## src/rtl/i2c_rb_pkg.sv

```systemverilog
package i2c_rb_pkg;

    typedef enum logic [3:0] {
        ST_IDLE,
        ST_ADDR,
        ST_ADDR_ACK,
        ST_PTR,
        ST_PTR_ACK,
        ST_WR,
        ST_WR_ACK,
        ST_RD,
        ST_RD_ACK,
        ST_WAIT
    } tgt_state_e;

    // one-cycle bus events after synchronisation
    typedef struct packed {
        logic scl_rise;
        logic scl_fall;
        logic start;
        logic stop;
        logic sda;
    } bus_ev_t;

endpackage

```

## src/rtl/i2c_rb_sync.sv

```systemverilog
module i2c_rb_sync #(
    parameter int STAGES = 2
) (
    input  logic                 clk,
    input  logic                 rst_n,
    input  logic                 scl_i,
    input  logic                 sda_i,
    output logic                 scl_lvl,
    output i2c_rb_pkg::bus_ev_t  ev
);
    logic [STAGES-1:0] scl_ff;
    logic [STAGES-1:0] sda_ff;
    logic              scl_q;
    logic              sda_q;

    generate
        for (genvar g = 0; g < STAGES; g++) begin : g_stage
            always_ff @(posedge clk or negedge rst_n) begin
                if (!rst_n) begin
                    scl_ff[g] <= 1'b1;
                    sda_ff[g] <= 1'b1;
                end else if (g == 0) begin
                    scl_ff[g] <= scl_i;
                    sda_ff[g] <= sda_i;
                end else begin
                    scl_ff[g] <= scl_ff[(g == 0) ? 0 : g-1];
                    sda_ff[g] <= sda_ff[(g == 0) ? 0 : g-1];
                end
            end
        end
    endgenerate

    always_ff @(posedge clk or negedge rst_n) begin
        if (!rst_n) begin
            scl_q <= 1'b1;
            sda_q <= 1'b1;
        end else begin
            scl_q <= scl_ff[STAGES-1];
            sda_q <= sda_ff[STAGES-1];
        end
    end

    assign scl_lvl     = scl_ff[STAGES-1];
    assign ev.sda      = sda_ff[STAGES-1];
    assign ev.scl_rise = scl_ff[STAGES-1] & ~scl_q;
    assign ev.scl_fall = ~scl_ff[STAGES-1] & scl_q;
    assign ev.start    = scl_ff[STAGES-1] & scl_q & sda_q & ~sda_ff[STAGES-1];
    assign ev.stop     = scl_ff[STAGES-1] & scl_q & ~sda_q & sda_ff[STAGES-1];

endmodule

```

## src/rtl/i2c_rb_regs.sv

```systemverilog
module i2c_rb_regs #(
    parameter int NREG = 16,
    parameter int DW   = 8
) (
    input  logic                    clk,
    input  logic                    rst_n,
    input  logic                    we,
    input  logic [$clog2(NREG)-1:0] addr,
    input  logic [DW-1:0]           wdata,
    output logic [DW-1:0]           rdata
);
    logic [DW-1:0] mem [NREG];

    always_ff @(posedge clk or negedge rst_n) begin
        if (!rst_n) begin
            for (int i = 0; i < NREG; i++) mem[i] <= '0;
        end else if (we) begin
            mem[addr] <= wdata;
        end
    end

    assign rdata = mem[addr];

endmodule

```

## src/rtl/i2c_rb_ctrl.sv

```systemverilog
module i2c_rb_ctrl
    import i2c_rb_pkg::*;
#(
    parameter logic [6:0] DEV_ADDR = 7'b1101000,
    parameter int         NREG     = 16,
    parameter int         DW       = 8
) (
    input  logic                    clk,
    input  logic                    rst_n,
    input  bus_ev_t                 ev,
    input  logic [DW-1:0]           rd_data,
    output logic [$clog2(NREG)-1:0] reg_ptr,
    output logic                    wr_en,
    output logic [DW-1:0]           wr_data,
    output logic                    sda_oe
);
    localparam int PW = $clog2(NREG);
    localparam int CW = $clog2(DW);
    localparam logic [CW-1:0] LAST_BIT = CW'(DW-1);

    tgt_state_e    state, nxt;
    logic [CW-1:0] cnt;
    logic          done;
    logic [DW-1:0] shreg;
    logic [DW-1:0] tx;
    logic          rw;
    logic          hack;
    logic [PW-1:0] ptr;
    logic          addr_hit;

    assign addr_hit = (shreg[DW-1 -: 7] == DEV_ADDR);
    assign reg_ptr  = ptr;
    assign wr_data  = shreg;
    assign wr_en    = (state == ST_WR) && ev.scl_fall && done && !ev.start && !ev.stop;

    // next-state logic
    always_comb begin
        nxt = state;
        if (ev.start) begin
            nxt = ST_ADDR;
        end else if (ev.stop) begin
            nxt = ST_IDLE;
        end else begin
            unique case (state)
                ST_IDLE:     nxt = ST_IDLE;
                ST_ADDR:     if (ev.scl_fall && done) nxt = addr_hit ? ST_ADDR_ACK : ST_WAIT;
                ST_ADDR_ACK: if (ev.scl_fall) nxt = rw ? ST_RD : ST_PTR;
                ST_PTR:      if (ev.scl_fall && done) nxt = ST_PTR_ACK;
                ST_PTR_ACK:  if (ev.scl_fall) nxt = ST_WR;
                ST_WR:       if (ev.scl_fall && done) nxt = ST_WR_ACK;
                ST_WR_ACK:   if (ev.scl_fall) nxt = ST_WR;
                ST_RD:       if (ev.scl_fall && cnt == LAST_BIT) nxt = ST_RD_ACK;
                ST_RD_ACK: begin
                    if (ev.scl_rise && ev.sda)       nxt = ST_WAIT;
                    else if (ev.scl_fall && hack)    nxt = ST_RD;
                end
                ST_WAIT:     nxt = ST_WAIT;
                default:     nxt = ST_IDLE;
            endcase
        end
    end

    // state register
    always_ff @(posedge clk or negedge rst_n) begin
        if (!rst_n) state <= ST_IDLE;
        else        state <= nxt;
    end

    // datapath registers
    always_ff @(posedge clk or negedge rst_n) begin
        if (!rst_n) begin
            cnt   <= '0;
            done  <= 1'b0;
            shreg <= '0;
            tx    <= '0;
            rw    <= 1'b0;
            hack  <= 1'b0;
            ptr   <= '0;
        end else if (ev.start || ev.stop) begin
            cnt  <= '0;
            done <= 1'b0;
            hack <= 1'b0;
        end else begin
            unique case (state)
                ST_ADDR, ST_PTR, ST_WR: begin
                    if (ev.scl_rise) begin
                        shreg <= {shreg[DW-2:0], ev.sda};
                        cnt   <= cnt + 1'b1;
                        if (cnt == LAST_BIT) done <= 1'b1;
                    end
                    if (ev.scl_fall && done) begin
                        done <= 1'b0;
                        cnt  <= '0;
                        if (state == ST_ADDR) rw  <= shreg[0];
                        if (state == ST_PTR)  ptr <= shreg[PW-1:0];
                        if (state == ST_WR)   ptr <= ptr + 1'b1;
                    end
                end
                ST_ADDR_ACK: begin
                    if (ev.scl_fall && rw) begin
                        tx  <= rd_data;
                        cnt <= '0;
                    end
                end
                ST_RD: begin
                    hack <= 1'b0;
                    if (ev.scl_fall) begin
                        tx  <= tx << 1;
                        cnt <= cnt + 1'b1;
                    end
                end
                ST_RD_ACK: begin
                    if (ev.scl_rise && !ev.sda) begin
                        hack <= 1'b1;
                        ptr  <= ptr + 1'b1;
                    end
                    if (ev.scl_fall && hack) begin
                        tx   <= rd_data;
                        cnt  <= '0;
                        hack <= 1'b0;
                    end
                end
                default: begin
                    cnt  <= cnt;
                end
            endcase
        end
    end

    // outputs
    always_comb begin
        unique case (state)
            ST_ADDR_ACK, ST_PTR_ACK, ST_WR_ACK: sda_oe = 1'b1;
            ST_RD:                              sda_oe = ~tx[DW-1];
            default:                            sda_oe = 1'b0;
        endcase
    end

endmodule

```

## src/rtl/i2c_regbank_target.sv

```systemverilog
module i2c_regbank_target #(
    parameter logic [6:0] DEV_ADDR    = 7'b1101000,
    parameter int         NREG        = 16,
    parameter int         SYNC_STAGES = 2
) (
    input  logic clk,
    input  logic rst_n,
    input  logic scl_i,
    input  logic sda_i,
    output logic scl_oe,
    output logic sda_oe
);
    localparam int DW = 8;
    localparam int PW = $clog2(NREG);

    i2c_rb_pkg::bus_ev_t ev;
    logic                scl_lvl;
    logic [PW-1:0]       reg_ptr;
    logic                wr_en;
    logic [DW-1:0]       wr_data;
    logic [DW-1:0]       rd_data;

    i2c_rb_sync #(.STAGES(SYNC_STAGES)) u_sync (
        .clk     (clk),
        .rst_n   (rst_n),
        .scl_i   (scl_i),
        .sda_i   (sda_i),
        .scl_lvl (scl_lvl),
        .ev      (ev)
    );

    i2c_rb_ctrl #(.DEV_ADDR(DEV_ADDR), .NREG(NREG), .DW(DW)) u_ctrl (
        .clk     (clk),
        .rst_n   (rst_n),
        .ev      (ev),
        .rd_data (rd_data),
        .reg_ptr (reg_ptr),
        .wr_en   (wr_en),
        .wr_data (wr_data),
        .sda_oe  (sda_oe)
    );

    i2c_rb_regs #(.NREG(NREG), .DW(DW)) u_regs (
        .clk   (clk),
        .rst_n (rst_n),
        .we    (wr_en),
        .addr  (reg_ptr),
        .wdata (wr_data),
        .rdata (rd_data)
    );

    assign scl_oe = 1'b0;

endmodule

```

## config.mk

```make
export PLATFORM = sky130hd
export DESIGN_NAME = i2c_regbank_target
export DESIGN_NICKNAME = d
export VERILOG_FILES = /design/src/rtl/i2c_rb_pkg.sv /design/src/rtl/i2c_rb_sync.sv /design/src/rtl/i2c_rb_regs.sv /design/src/rtl/i2c_rb_ctrl.sv /design/src/rtl/i2c_regbank_target.sv
export SDC_FILE = /design/constraint.sdc
export NUM_CORES = 1
export LEC_CHECK = 0
export CORE_MARGIN = 3
export CORE_UTILIZATION = 53
export CTS_BUF_LIST = sky130_fd_sc_hd__clkbuf_4
export DETAILED_ROUTE_END_ITERATION = 8
export HOLD_SLACK_MARGIN = 0.02
export PLACE_DENSITY = 0.71
export SYNTH_ARGS = -nofsm -noshare
export SYNTH_HDL_FRONTEND = slang
export SYNTH_SLANG_ARGS = --single-unit
```

## constraint.sdc

```tcl
create_clock -name clk -period 2.1 [get_ports clk]
set_input_delay 0.21 -clock clk [delete_from_list [all_inputs] [get_ports clk]]
set_output_delay 0.21 -clock clk [all_outputs]
set_load 0.02 [all_outputs]
```

==> flow_summary_export.csv, run 1 <==
group,metric,value,unit
sta,finalCriticalPeriod,2.06,ns
die,die_y,128,µm
logic_synthesis,synth_top_cells_by_area,"dfrtp_1 (50%), mux2_2 (21%), mux4_2 (7.1%), mux2i_1 (2.3%), dfstp_2 (2.0%)",
sta,max-slew-margin-rel,44.2,%
logic_synthesis,syn_avg_cell_area,13.6,µm²
placed_design,port_buffers,4,
power_and_ir_drop,p_int,5.33,mW
clock_tree,cts.sinks,164,
logic_synthesis,synth_nets,588,
flow_run,cap_violations,0,
placed_design,gp_congestion,0.928,
final_layout,final_util,63.1,%
final_layout,fill_cells,1082,
sta,fin_ws,0.0358,ns
power_and_ir_drop,pwr-share-comb,32.2,%
sta,finalCritPeriodShare,98.3,%
worst_setup_path,critPathSlowestCell,"or4b_4",
logic_synthesis,yosysWarnings,0,
detailed_routing,viasPerCell,6.05,
clock_tree,cts_tree,"built",
logic_synthesis,yosysSeqAreaShare,52.1,%
hold_path,min_path_type,"in -> async",
logic_synthesis,netlist.area_leader.share,50.1,%
sta,max_freq,484,MHz
power_and_ir_drop,power.density,930,nW/µm²
worst_setup_path,crit_required,2.54,ns
detailed_routing,drt_first_pass_iters,4,
clock_tree,worstSkewPairLatency,0.57,ns
power_and_ir_drop,switchingPower,3.02,mW
clock_tree,clk_root_buffer_cell,"clkbuf_4",
sta,setup_violations,0,
power_and_ir_drop,clkPwrFrac,23.8,%
sta,tightest_slew,0.837,ns
worst_setup_path,cp-end-kind,"register",
die,core_area,14200,µm²
logic_synthesis,synthesis.area,7890,µm²
die,ios,6,
worst_setup_path,arrival,2.51,ns
die,core.rowCount,43,
final_layout,seqCellArea,4120,µm²
logic_synthesis,synthArstFlopShare,100,%
worst_setup_path,critPathLaunchType,"register",
clock_tree,clk_pin_slew,0.15,ns
detailed_routing,finalWirelength,17.4,mm
final_layout,antenna_cells,0,
global_routing,overflow,0,
logic_synthesis,yosysUniqueCellTypes,58,
die,start_util,55.5,%
logic_synthesis,yosysTopAreaCell,"dfrtp_1",
die,die_w,128,µm
global_routing,grt_usage,23.0,%
placed_design,dp.final_hpwl,11.5,mm
power_and_ir_drop,seq_power_share,44.1,%
sta,maxSlewViolCount,0,
worst_setup_path,crit_fanout,8,
global_routing,grt_max_degree,49,
worst_setup_path,path_cells,"buf_4, or4b_4, a21o_4, a21oi_4, o21ai_4, mux2_1",
power_and_ir_drop,max-vdd-ir-drop,617,µV
worst_setup_path,criticalPathCategory,"reg -> reg",
clock_tree,numCtsBuffers,17,
clock_tree,cts_buffer_depth,2,
power_and_ir_drop,switching_share,36.2,%
sta,fin_skew,0.0247,ns
logic_synthesis,synth_cells,578,
power_and_ir_drop,leakagePower,4.10,nW
outcome,outcome,"finished clean",
final_layout,multi_input_area,3620,µm²
placed_design,place_ws,0.0258,ns
global_routing,grt_pass1_wl,28.7,mm
logic_synthesis,synth_seq_cells,164,
global_routing,antenna_found_initial,0,
final_layout,final_layout_size_suffix_gt1_share,47.6,%
logic_synthesis,synth_edf_count,0,
final_layout,nNetsFinal,632,
worst_setup_path,path_buf_inv,1,
detailed_routing,route.antenna.remaining_nets,0,
worst_setup_path,cp_slowest_stage_delay,0.54,ns
detailed_routing,drt-initial-drc-count,298,
sta,hold_violations,0,
worst_setup_path,path_delay_family,"simple AND/OR/NAND/NOR gates",
detailed_routing,drc,0,
clock_tree,h-tree-depth,4,
global_routing,grt_pass1_vias,5196,
final_layout,syn_to_final_growth,13.7,%
detailed_routing,vias,4928,
logic_synthesis,synth_ff_type,"dfrtp_1",
die,die_area,16400,µm²
detailed_routing,wl_per_cell,21.3,µm
## Yosys cell counts, drive strengths merged (4+ instances only)
master and n:
nor2 35, a22oi 8, nand3b 5, mux4 25, mux2i 18, a31oi 4
nand2 23, buf 25, o22ai 7, dfstp 6, ha 6, a211oi 6
nand3 8, mux2 149, o21ai 8, nor2b 7, clkbuf 14, a21oi 24
dfrtp 158
## per-stage QoR
stage               hold slack (ns)  setup TNS (ns)  instances  cell area, µm²  power, mW
detailed placement            0.184               0        774            8540       6.25
global placement              0.176               0        774            8540       6.16
global route                  0.100         -0.0145        815            8970       8.82
floorplan                   -0.0856               0        578            7890       5.33
finish                        0.128               0        815            8970       8.34
CTS                          0.0984               0        812            8910       8.32
## worst paths after layout
path                                   from               to  slack (ns)  cells past startpoint
min reg2reg                u_sync.sda_ff[0]     u_sync.ev[0]        0.37                      0
min                                   rst_n   u_regs.mem[57]        0.13                      2
max                         u_ctrl.state[1]  u_ctrl.state[1]        0.04                      6
max reg2reg                 u_ctrl.state[1]  u_ctrl.state[1]        0.04                      6
min in group clk           u_sync.sda_ff[0]     u_sync.ev[0]        0.37                      0
max in group asynchronous             rst_n   u_regs.mem[93]        1.31                      3
## cell families (layout without fill, tap and decap cells)
| group | count (synthesis) | after routing | synth area share, % |
|---|---|---|---|
| mux | 192 | 192 | 30.7 |
| compound gates | 71 | 71 | 6.09 |
| simple gates | 99 | 99 | 7.14 |
| flops | 164 | 164 | 52.1 |
| xor+xnor | 4 | 4 | 0.444 |
| other cells | 1 | 1 | 0.0476 |
| fa+ha+maj | 6 | 6 | 0.952 |
| buf+inv | 41 | 98 | 2.49 |
## power groups by stage
stage,clock network (mW),logic (mW),registers [mW]
after global routing,2.19,2.92,3.71
after floorplan,0,1.80,3.53
after CTS,2.04,2.61,3.67
final,1.98,2.68,3.68
after global placement,0,2.44,3.72
after detailed placement,0,2.51,3.74
## state kept, by name (all words and copies together) (netlist names), 3 cells and up
register,flops
u_ctrl.reg_ptr,4
u_ctrl.state,4
u_ctrl.cnt,3
u_ctrl.wr_data,8
u_ctrl.tx,8
u_regs.mem,128
## what timing repair did
item                                   4_1_cts  5_1_grt
setup buffers                                3        3
setup endpoints to repair                    1       91
resized for setup                            6        8
hold buffers                                 3        0
endpoints found under the hold margin      163        0
## metal layers
layer | up-vias | GRT usage, % | wire length [µm]
met5 | - | 0 | 0
met1 | 2595 | 31.2 | 7590
met4 | 0 | 7.74 | 305
li1 | 2228 | - | -
met2 | 84 | 37.2 | 8730
met3 | 21 | 5.00 | 728
## area by class of cell
class,instances,area share [%]
Clock buffer,17,1.42
Inverter,2,0.0837
Sequential cell,164,45.9
Multi-Input combinational cell,373,40.4
Clock inverter,15,1.97
Timing Repair Buffer,64,7.74
Tap cell,180,2.51
## worst reg2reg max path: stages (launching register included)
cell,delay [ns]
dfrtp_2,0.44
buf_4,0.17
or4b_4,0.54
a21o_4,0.23
a21oi_4,0.16
o21ai_4,0.10
mux2_1,0.33
## cells in the final DEF, fill, tap and decap left out, types with 16 or more instances in the layout
cell type / n
nor2_1: 17
a21oi_1: 22
dfrtp_1: 154
mux2_2: 146
buf_4: 41
clkbuf_4: 17
mux4_2: 25
nand2_1: 23
buf_12: 16
mux2i_1: 18
nor2_2: 17
Power figures use the tool's default switching activity.
==> run 2, diff against run 1 <==
--- a/config.mk
+++ b/config.mk
@@ -5,12 +5,12 @@
 export SDC_FILE = /design/constraint.sdc
 export NUM_CORES = 1
 export LEC_CHECK = 0
-export CORE_MARGIN = 3
+export CORE_MARGIN = 5
 export CORE_UTILIZATION = 53
 export CTS_BUF_LIST = sky130_fd_sc_hd__clkbuf_4
 export DETAILED_ROUTE_END_ITERATION = 8
 export HOLD_SLACK_MARGIN = 0.02
-export PLACE_DENSITY = 0.71
+export PLACE_DENSITY = 0.82
 export SYNTH_ARGS = -nofsm -noshare
 export SYNTH_HDL_FRONTEND = slang
 export SYNTH_SLANG_ARGS = --single-unit
==> flow_summary_export.csv, run 2 (synthesis gave the netlist of run 1 again) <==
group,metric,value,unit
outcome,outcome,"finished clean",
detailed_routing,drc,0,
final_layout,final_cell_area,8850,µm²
sta,max_freq,484,MHz
placed_design,gp_congestion,0.941,
power_and_ir_drop,switching_share,37.6,%
die,die_area,17400,µm²
power_and_ir_drop,p_int,5.08,mW
power_and_ir_drop,power.density,920,nW/µm²
die,die_y,132,µm
worst_setup_path,criticalPathCategory,"reg -> reg",
sta,max-slew-margin-rel,50.7,%
clock_tree,clk_pin_slew,0.15,ns
power_and_ir_drop,total_power,8.14,mW
global_routing,grt_usage,20.4,%
global_routing,grt_max_degree,59,
detailed_routing,drt-initial-drc-count,279,
final_layout,syn_to_final_growth,12.2,%
clock_tree,cts.sinks,164,
detailed_routing,route.antenna.remaining_nets,0,
clock_tree,cts_tree,"built",
die,core.rowCount,44,
worst_setup_path,path_cells,"buf_4, or4b_1, nor2_1, a31oi_2, nand4_4, mux2_2",
detailed_routing,finalWirelength,17.1,mm
global_routing,grt_pass1_wl,27.9,mm
power_and_ir_drop,switchingPower,3.06,mW
placed_design,dp_cells,777,
global_routing,grt_pass1_vias,5332,
worst_setup_path,reg2reg_setup_slack,0.03,ns
worst_setup_path,critPathLaunchType,"register",
worst_setup_path,r2r-start,"u_ctrl.state[2]",
detailed_routing,drt_first_pass_iters,7,
sta,hold_violations,0,
sta,finalCriticalPeriod,2.07,ns
power_and_ir_drop,pwr-share-comb,32.7,%
clock_tree,clk_root_buffer_cell,"clkbuf_4",
sta,tightest_slew,0.740,ns
die,core_area,14600,µm²
sta,finalCritPeriodShare,98.4,%
worst_setup_path,arrival,2.54,ns
worst_setup_path,critPathSlowestCell,"or4b_1",
hold_path,min_path_type,"in -> async",
final_layout,final_common_cell,"dfrtp_1",
power_and_ir_drop,max-vdd-ir-drop,648,µV
final_layout,largest_register_ffs,128,
final_layout,antenna_cells,0,
power_and_ir_drop,seq_power_share,45.1,%
die,die_w,132,µm
placed_design,dp.final_hpwl,11.6,mm
sta,fin_skew,0.0207,ns
detailed_routing,wl_per_cell,20.9,µm
worst_setup_path,crit_fanout,8,
global_routing,antenna_found_initial,0,
clock_tree,numCtsBuffers,17,
final_layout,nNetsFinal,630,
clock_tree,cts_buffer_depth,2,
die,start_util,54.1,%
placed_design,port_buffers,4,
power_and_ir_drop,clkPwrFrac,22.2,%
worst_setup_path,crit_required,2.57,ns
clock_tree,h-tree-depth,4,
die,ios,6,
placed_design,post_dp_cell_area,8450,µm²
worst_setup_path,cp_slowest_stage_delay,0.53,ns
final_layout,final_cell_mix,"dfrtp_1 (153), mux2_2 (146), buf_4 (46)",
worst_setup_path,crit_start,"u_ctrl.state[2]",
clock_tree,worstSkewPairLatency,0.58,ns
final_layout,final_layout_size_suffix_gt1_share,48.3,%
detailed_routing,vias,5005,
global_routing,overflow,0,
detailed_routing,viasPerCell,6.13,
sta,maxSlewViolCount,0,
power_and_ir_drop,leakagePower,4.05,nW
final_layout,largest_register,"u_regs.mem",
flow_run,cap_violations,0,
final_layout,fin_cells,817,
worst_setup_path,cp-end-kind,"register",
sta,setup_violations,0,
==> run 2: cell types whose count changed in the layout (fill, tap and decap cells not counted), moves of 2 or more <==
| cell | change |
|---|---|
| clkinv_4 | +2 |
| buf_12 | -8 |
| bufinv_16 | -2 |
| clkinv_1 | -2 |
| buf_4 | +5 |
==> run 2: routing by layer <==
| metal | routed length (µm) | GRT usage (%) | share of wire (%) | vias to the layer above |
|---|---|---|---|---|
| met5 | 0 | 0 | 0 | - |
| met4 | 715 | 9.60 | 4.2 | 0 |
| met3 | 630 | 4.58 | 3.7 | 50 |
| met2 | 8620 | 33.2 | 51 | 127 |
| met1 | 7100 | 26.0 | 42 | 2615 |
| li1 | - | - | - | 2213 |
==> run 2: critical path: cells and delay by family (launching register included) <==
kind                   cells  cell delay (ns)
DFF                        1             0.47
and+or+nand+nor            3             0.89
muxes                      1             0.37
buffers and inverters      1             0.15
AOI/OAI and AO/OA          1             0.08
==> run 2: power by group through the flow <==
stage / clock, mW / combinational, mW / sequential [mW]
floorplan: 0 / 1.80 / 3.53
global placement: 0 / 2.40 / 3.70
detailed placement: 0 / 2.50 / 3.72
CTS: 1.85 / 2.52 / 3.67
global route: 1.97 / 2.87 / 3.70
finish: 1.80 / 2.66 / 3.67
==> run 2: worst paths after layout <==
path / endpoint / cells past startpoint
min in group clk: u_sync.scl_lvl / 0
max: u_ctrl.tx[1] / 6
min reg2reg: u_sync.scl_lvl / 0
max reg2reg: u_ctrl.tx[1] / 6
min: u_ctrl.cnt[0] / 2
max in group asynchronous: u_regs.mem[112] / 3
==> run 2: per-stage QoR <==
step | setup WS [ns] | util [%] | hold WS (ns) | TNS (ns)
final | 0.0340 | 60.6 | 0.153 | 0
after global routing | -0.0130 | 60.6 | 0.170 | -0.0206
after CTS | 0.00487 | 60.0 | 0.130 | 0
after detailed placement | -0.0160 | 57.9 | 0.220 | -0.0574
after global placement | 0.0632 | 57.9 | 0.205 | 0
after floorplan | 0.0147 | - | -0.0856 | 0
==> run 2: cell type report <==
| type | instances | area, µm² |
|---|---|---|
| Inverter | 2 | 7.51 |
| Tap cell | 184 | 230 |
| Multi-Input combinational cell | 373 | 3640 |
| Fill cell | 1095 | 5740 |
| Clock inverter | 15 | 146 |
| Timing Repair Buffer | 62 | 577 |
| Sequential cell | 164 | 4120 |
| Clock buffer | 17 | 128 |
==> run 2: timing repair <==
action                     in CTS  in global routing
hold endpoints to repair      130                  0
setup endpoints to repair       9                100
hold buffers                    3                  0
buffers inserted                0                  5
gates resized for setup         6                 14
pin swaps                       0                  2
==> run 3, diff against run 2 <==
--- a/config.mk
+++ b/config.mk
@@ -5,12 +5,13 @@
 export SDC_FILE = /design/constraint.sdc
 export NUM_CORES = 1
 export LEC_CHECK = 0
+export ABC_AREA = 1
 export CORE_MARGIN = 5
 export CORE_UTILIZATION = 53
 export CTS_BUF_LIST = sky130_fd_sc_hd__clkbuf_4
 export DETAILED_ROUTE_END_ITERATION = 8
 export HOLD_SLACK_MARGIN = 0.02
-export PLACE_DENSITY = 0.82
+export PLACE_DENSITY = 0.71
 export SYNTH_ARGS = -nofsm -noshare
 export SYNTH_HDL_FRONTEND = slang
 export SYNTH_SLANG_ARGS = --single-unit
==> flow_summary_export.csv, run 3 <==
group,metric,value,unit
worst_setup_path,critPathLaunchType,"register",
worst_setup_path,path_delay_family,"flip-flops",
logic_synthesis,synth_ff_type,"dfrtp_1",
sta,finalCritPeriodShare,94.8,%
flow_run,cap_violations,0,
sta,max-slew-margin-rel,62.8,%
logic_synthesis,yosysSeqAreaShare,48.2,%
placed_design,dp.final_hpwl,13.3,mm
logic_synthesis,yosys.area_share.adder,0.880,%
final_layout,final_cell_area,9110,µm²
logic_synthesis,synth_edf_count,0,
logic_synthesis,synth_top_family_by_area,"simple AND/OR/NAND/NOR gates",
detailed_routing,wl_per_cell,15.2,µm
logic_synthesis,synth_mux_area_share,0,%
worst_setup_path,critPathSlowestCell,"dfrtp_1",
clock_tree,cts_tree,"built",
clock_tree,numCtsBuffers,17,
final_layout,nNetsFinal,1106,
sta,maxSlewViolCount,0,
logic_synthesis,synthesis.area,8540,µm²
final_layout,final_layout_size_suffix_gt1_share,14.6,%
power_and_ir_drop,max-vdd-ir-drop,398,µV
global_routing,grt_pass1_wl,33.7,mm
worst_setup_path,crit_required,1.89,ns
global_routing,grt_usage,23.3,%
worst_setup_path,path_buf_inv,3,
die,die_w,137,µm
sta,setup_tns,0,ns
worst_setup_path,crit_start,"u_ctrl.state[3]",
clock_tree,h-tree-depth,4,
detailed_routing,route.antenna.remaining_nets,0,
final_layout,final_cell_mix,"nand2_1 (389), dfrtp_1 (155), o21ai_1 (98)",
sta,whs,0.113,ns
die,die_y,137,µm
logic_synthesis,synthXorXnorAreaFrac,0.103,%
placed_design,dp_cells,1284,
global_routing,antenna_found_initial,1,
logic_synthesis,synth_cells,1091,
logic_synthesis,synth_compound_area_share,12.8,%
power_and_ir_drop,leakagePower,4.54,nW
sta,setup_violations,0,
placed_design,gp_congestion,0.949,
clock_tree,cts.sinks,164,
outcome,outcome,"finished clean",
sta,rsz0062_at_grt,"no",
logic_synthesis,post-synth-top-count-cell,"nand2_1",
final_layout,final_common_cell,"nand2_1",
sta,max_freq,502,MHz
die,core_area,15800,µm²
clock_tree,cts_buffer_depth,2,
sta,finalCriticalPeriod,1.99,ns
detailed_routing,vias,6908,
logic_synthesis,netlist.area_leader.share,46.3,%
sta,tightest_slew,0.556,ns
placed_design,post_dp_cell_area,8770,µm²
final_layout,largest_register_ffs,128,
global_routing,grt_pass1_vias,6376,
worst_setup_path,ff2ff_path_depth,10,
worst_setup_path,r2r_end,"u_ctrl.tx[7]",
die,die_area,18700,µm²
logic_synthesis,synth_seq_cells,164,
final_layout,seqCellArea,4120,µm²
worst_setup_path,cp-end-kind,"output port",
final_layout,syn_to_final_growth,6.73,%
worst_setup_path,cp_slowest_stage_delay,0.46,ns
worst_setup_path,cp-endpoint,"sda_oe",
clock_tree,worstSkewPairLatency,0.59,ns
sta,fin_skew,0.0248,ns
logic_synthesis,syn_avg_cell_area,7.82,µm²
global_routing,grt_max_degree,67,
logic_synthesis,synth_top_cells_by_area,"dfrtp_1 (46%), nand2_1 (17%), o21ai_1 (5.7%), nand3_1 (4.2%), o21ai_2 (4.0%)",
detailed_routing,finalWirelength,20.2,mm
power_and_ir_drop,total_power,8.67,mW
die,core.rowCount,46,
detailed_routing,drc,0,
detailed_routing,viasPerCell,5.22,
worst_setup_path,path_cells,"inv_1, nand2_2, o21ai_2, inv_1, o21ai_2, buf_4",
detailed_routing,drt_first_pass_iters,5,
logic_synthesis,synth_nets,1101,
worst_setup_path,criticalPathCategory,"reg -> out",
worst_setup_path,r2r-start,"u_ctrl.state[0]",
clock_tree,clk_root_buffer_cell,"clkbuf_4",
sta,hold_violations,0,
worst_setup_path,cp.depth,6,
final_layout,largest_register,"u_regs.mem",
die,ios,6,
logic_synthesis,yosysTopAreaCell,"dfrtp_1",
logic_synthesis,synth_common_cells,"nand2_1 (390), dfrtp_1 (158), o21ai_1 (98)",
detailed_routing,drt-initial-drc-count,629,
logic_synthesis,yosysUniqueCellTypes,33,
power_and_ir_drop,power.density,952,nW/µm²
logic_synthesis,yosysWarnings,0,
clock_tree,clk_pin_slew,0.15,ns
final_layout,fin_cells,1324,
worst_setup_path,reg2reg_setup_slack,0.25,ns
logic_synthesis,synthArstFlopShare,100,%
worst_setup_path,crit_fanout,4,
worst_setup_path,arrival,1.78,ns
final_layout,fill_cells,1508,
final_layout,multi_input_area,3760,µm²
hold_path,min_path_type,"in -> async",
placed_design,port_buffers,4,
global_routing,overflow,0,
die,start_util,53.9,%
logic_synthesis,synth_simple_gate_area_share,30.0,%
## run 3: worst reg2reg max path, stage by stage, from the launching register on
cell     delay [ns]
dfrtp_2        0.44
buf_4          0.15
nand2_1        0.10
inv_1          0.07
nand2_2        0.09
buf_4          0.23
nand3_1        0.17
nand2_1        0.25
nor3_1         0.08
o21ai_0        0.10
nand2_1        0.07
## run 3: logic make-up after synthesis
group | Yosys count
AND/OR/NAND/NOR | 582
AO/OA/AOI/OAI | 188
flip-flops | 164
buffers and inverters | 149
adder cells (fa/ha/maj) | 6
XOR/XNOR | 1
other | 1
## run 3: area by class of cell
cell class	count	share of cell area (%)
Antenna cell	1	0.0275
Clock buffer	18	1.48
Clock inverter	12	1.21
Inverter	96	3.96
Multi-Input combinational cell	778	41.2
Sequential cell	164	45.2
Tap cell	216	2.97
Timing Repair Buffer	39	3.94
## run 3: metal layers
layer,vias up,wire length [µm],track usage [%]
met5,-,0,0
met4,0,382,7.98
met3,28,1020,4.34
met2,148,9010,34.2
met1,3267,9780,34.7
li1,3465,-,-
## run 3: worst min path at each step
stage                     slack (ns)        endpoint
final                           0.11  u_regs.mem[68]
after global routing            0.13  u_regs.mem[68]
after CTS                       0.10  u_regs.mem[68]
after detailed placement        0.18  u_regs.mem[66]
after global placement          0.18  u_regs.mem[66]
after floorplan                -0.09   u_ctrl.cnt[0]
## run 3: report_power, final
part           internal (mW)  total, mW  switching [mW]
clock                  0.587       1.72            1.14
sequential              3.37       3.54           0.168
combinational           1.02       3.41            2.39
## run 3: stage by stage
| step | utilization [%] | setup WS (ns) |
|---|---|---|
| 6_report | 57.6 | 0.110 |
| 5_1_grt | 57.6 | 0.00547 |
| 4_1_cts | 57.4 | 0.000186 |
| 3_5_place_dp | 55.4 | 0.136 |
| 3_3_place_gp | 55.4 | 0.172 |
| 2_1_floorplan | - | 0.214 |
## run 3: timing repair
action                                  in CTS  in global routing
resized for setup                            8                  7
pin swaps                                    0                  1
hold endpoints to repair                   131                  0
setup buffers                                5                  1
endpoints found under the setup margin       1                  1
hold buffers                                 3                  0
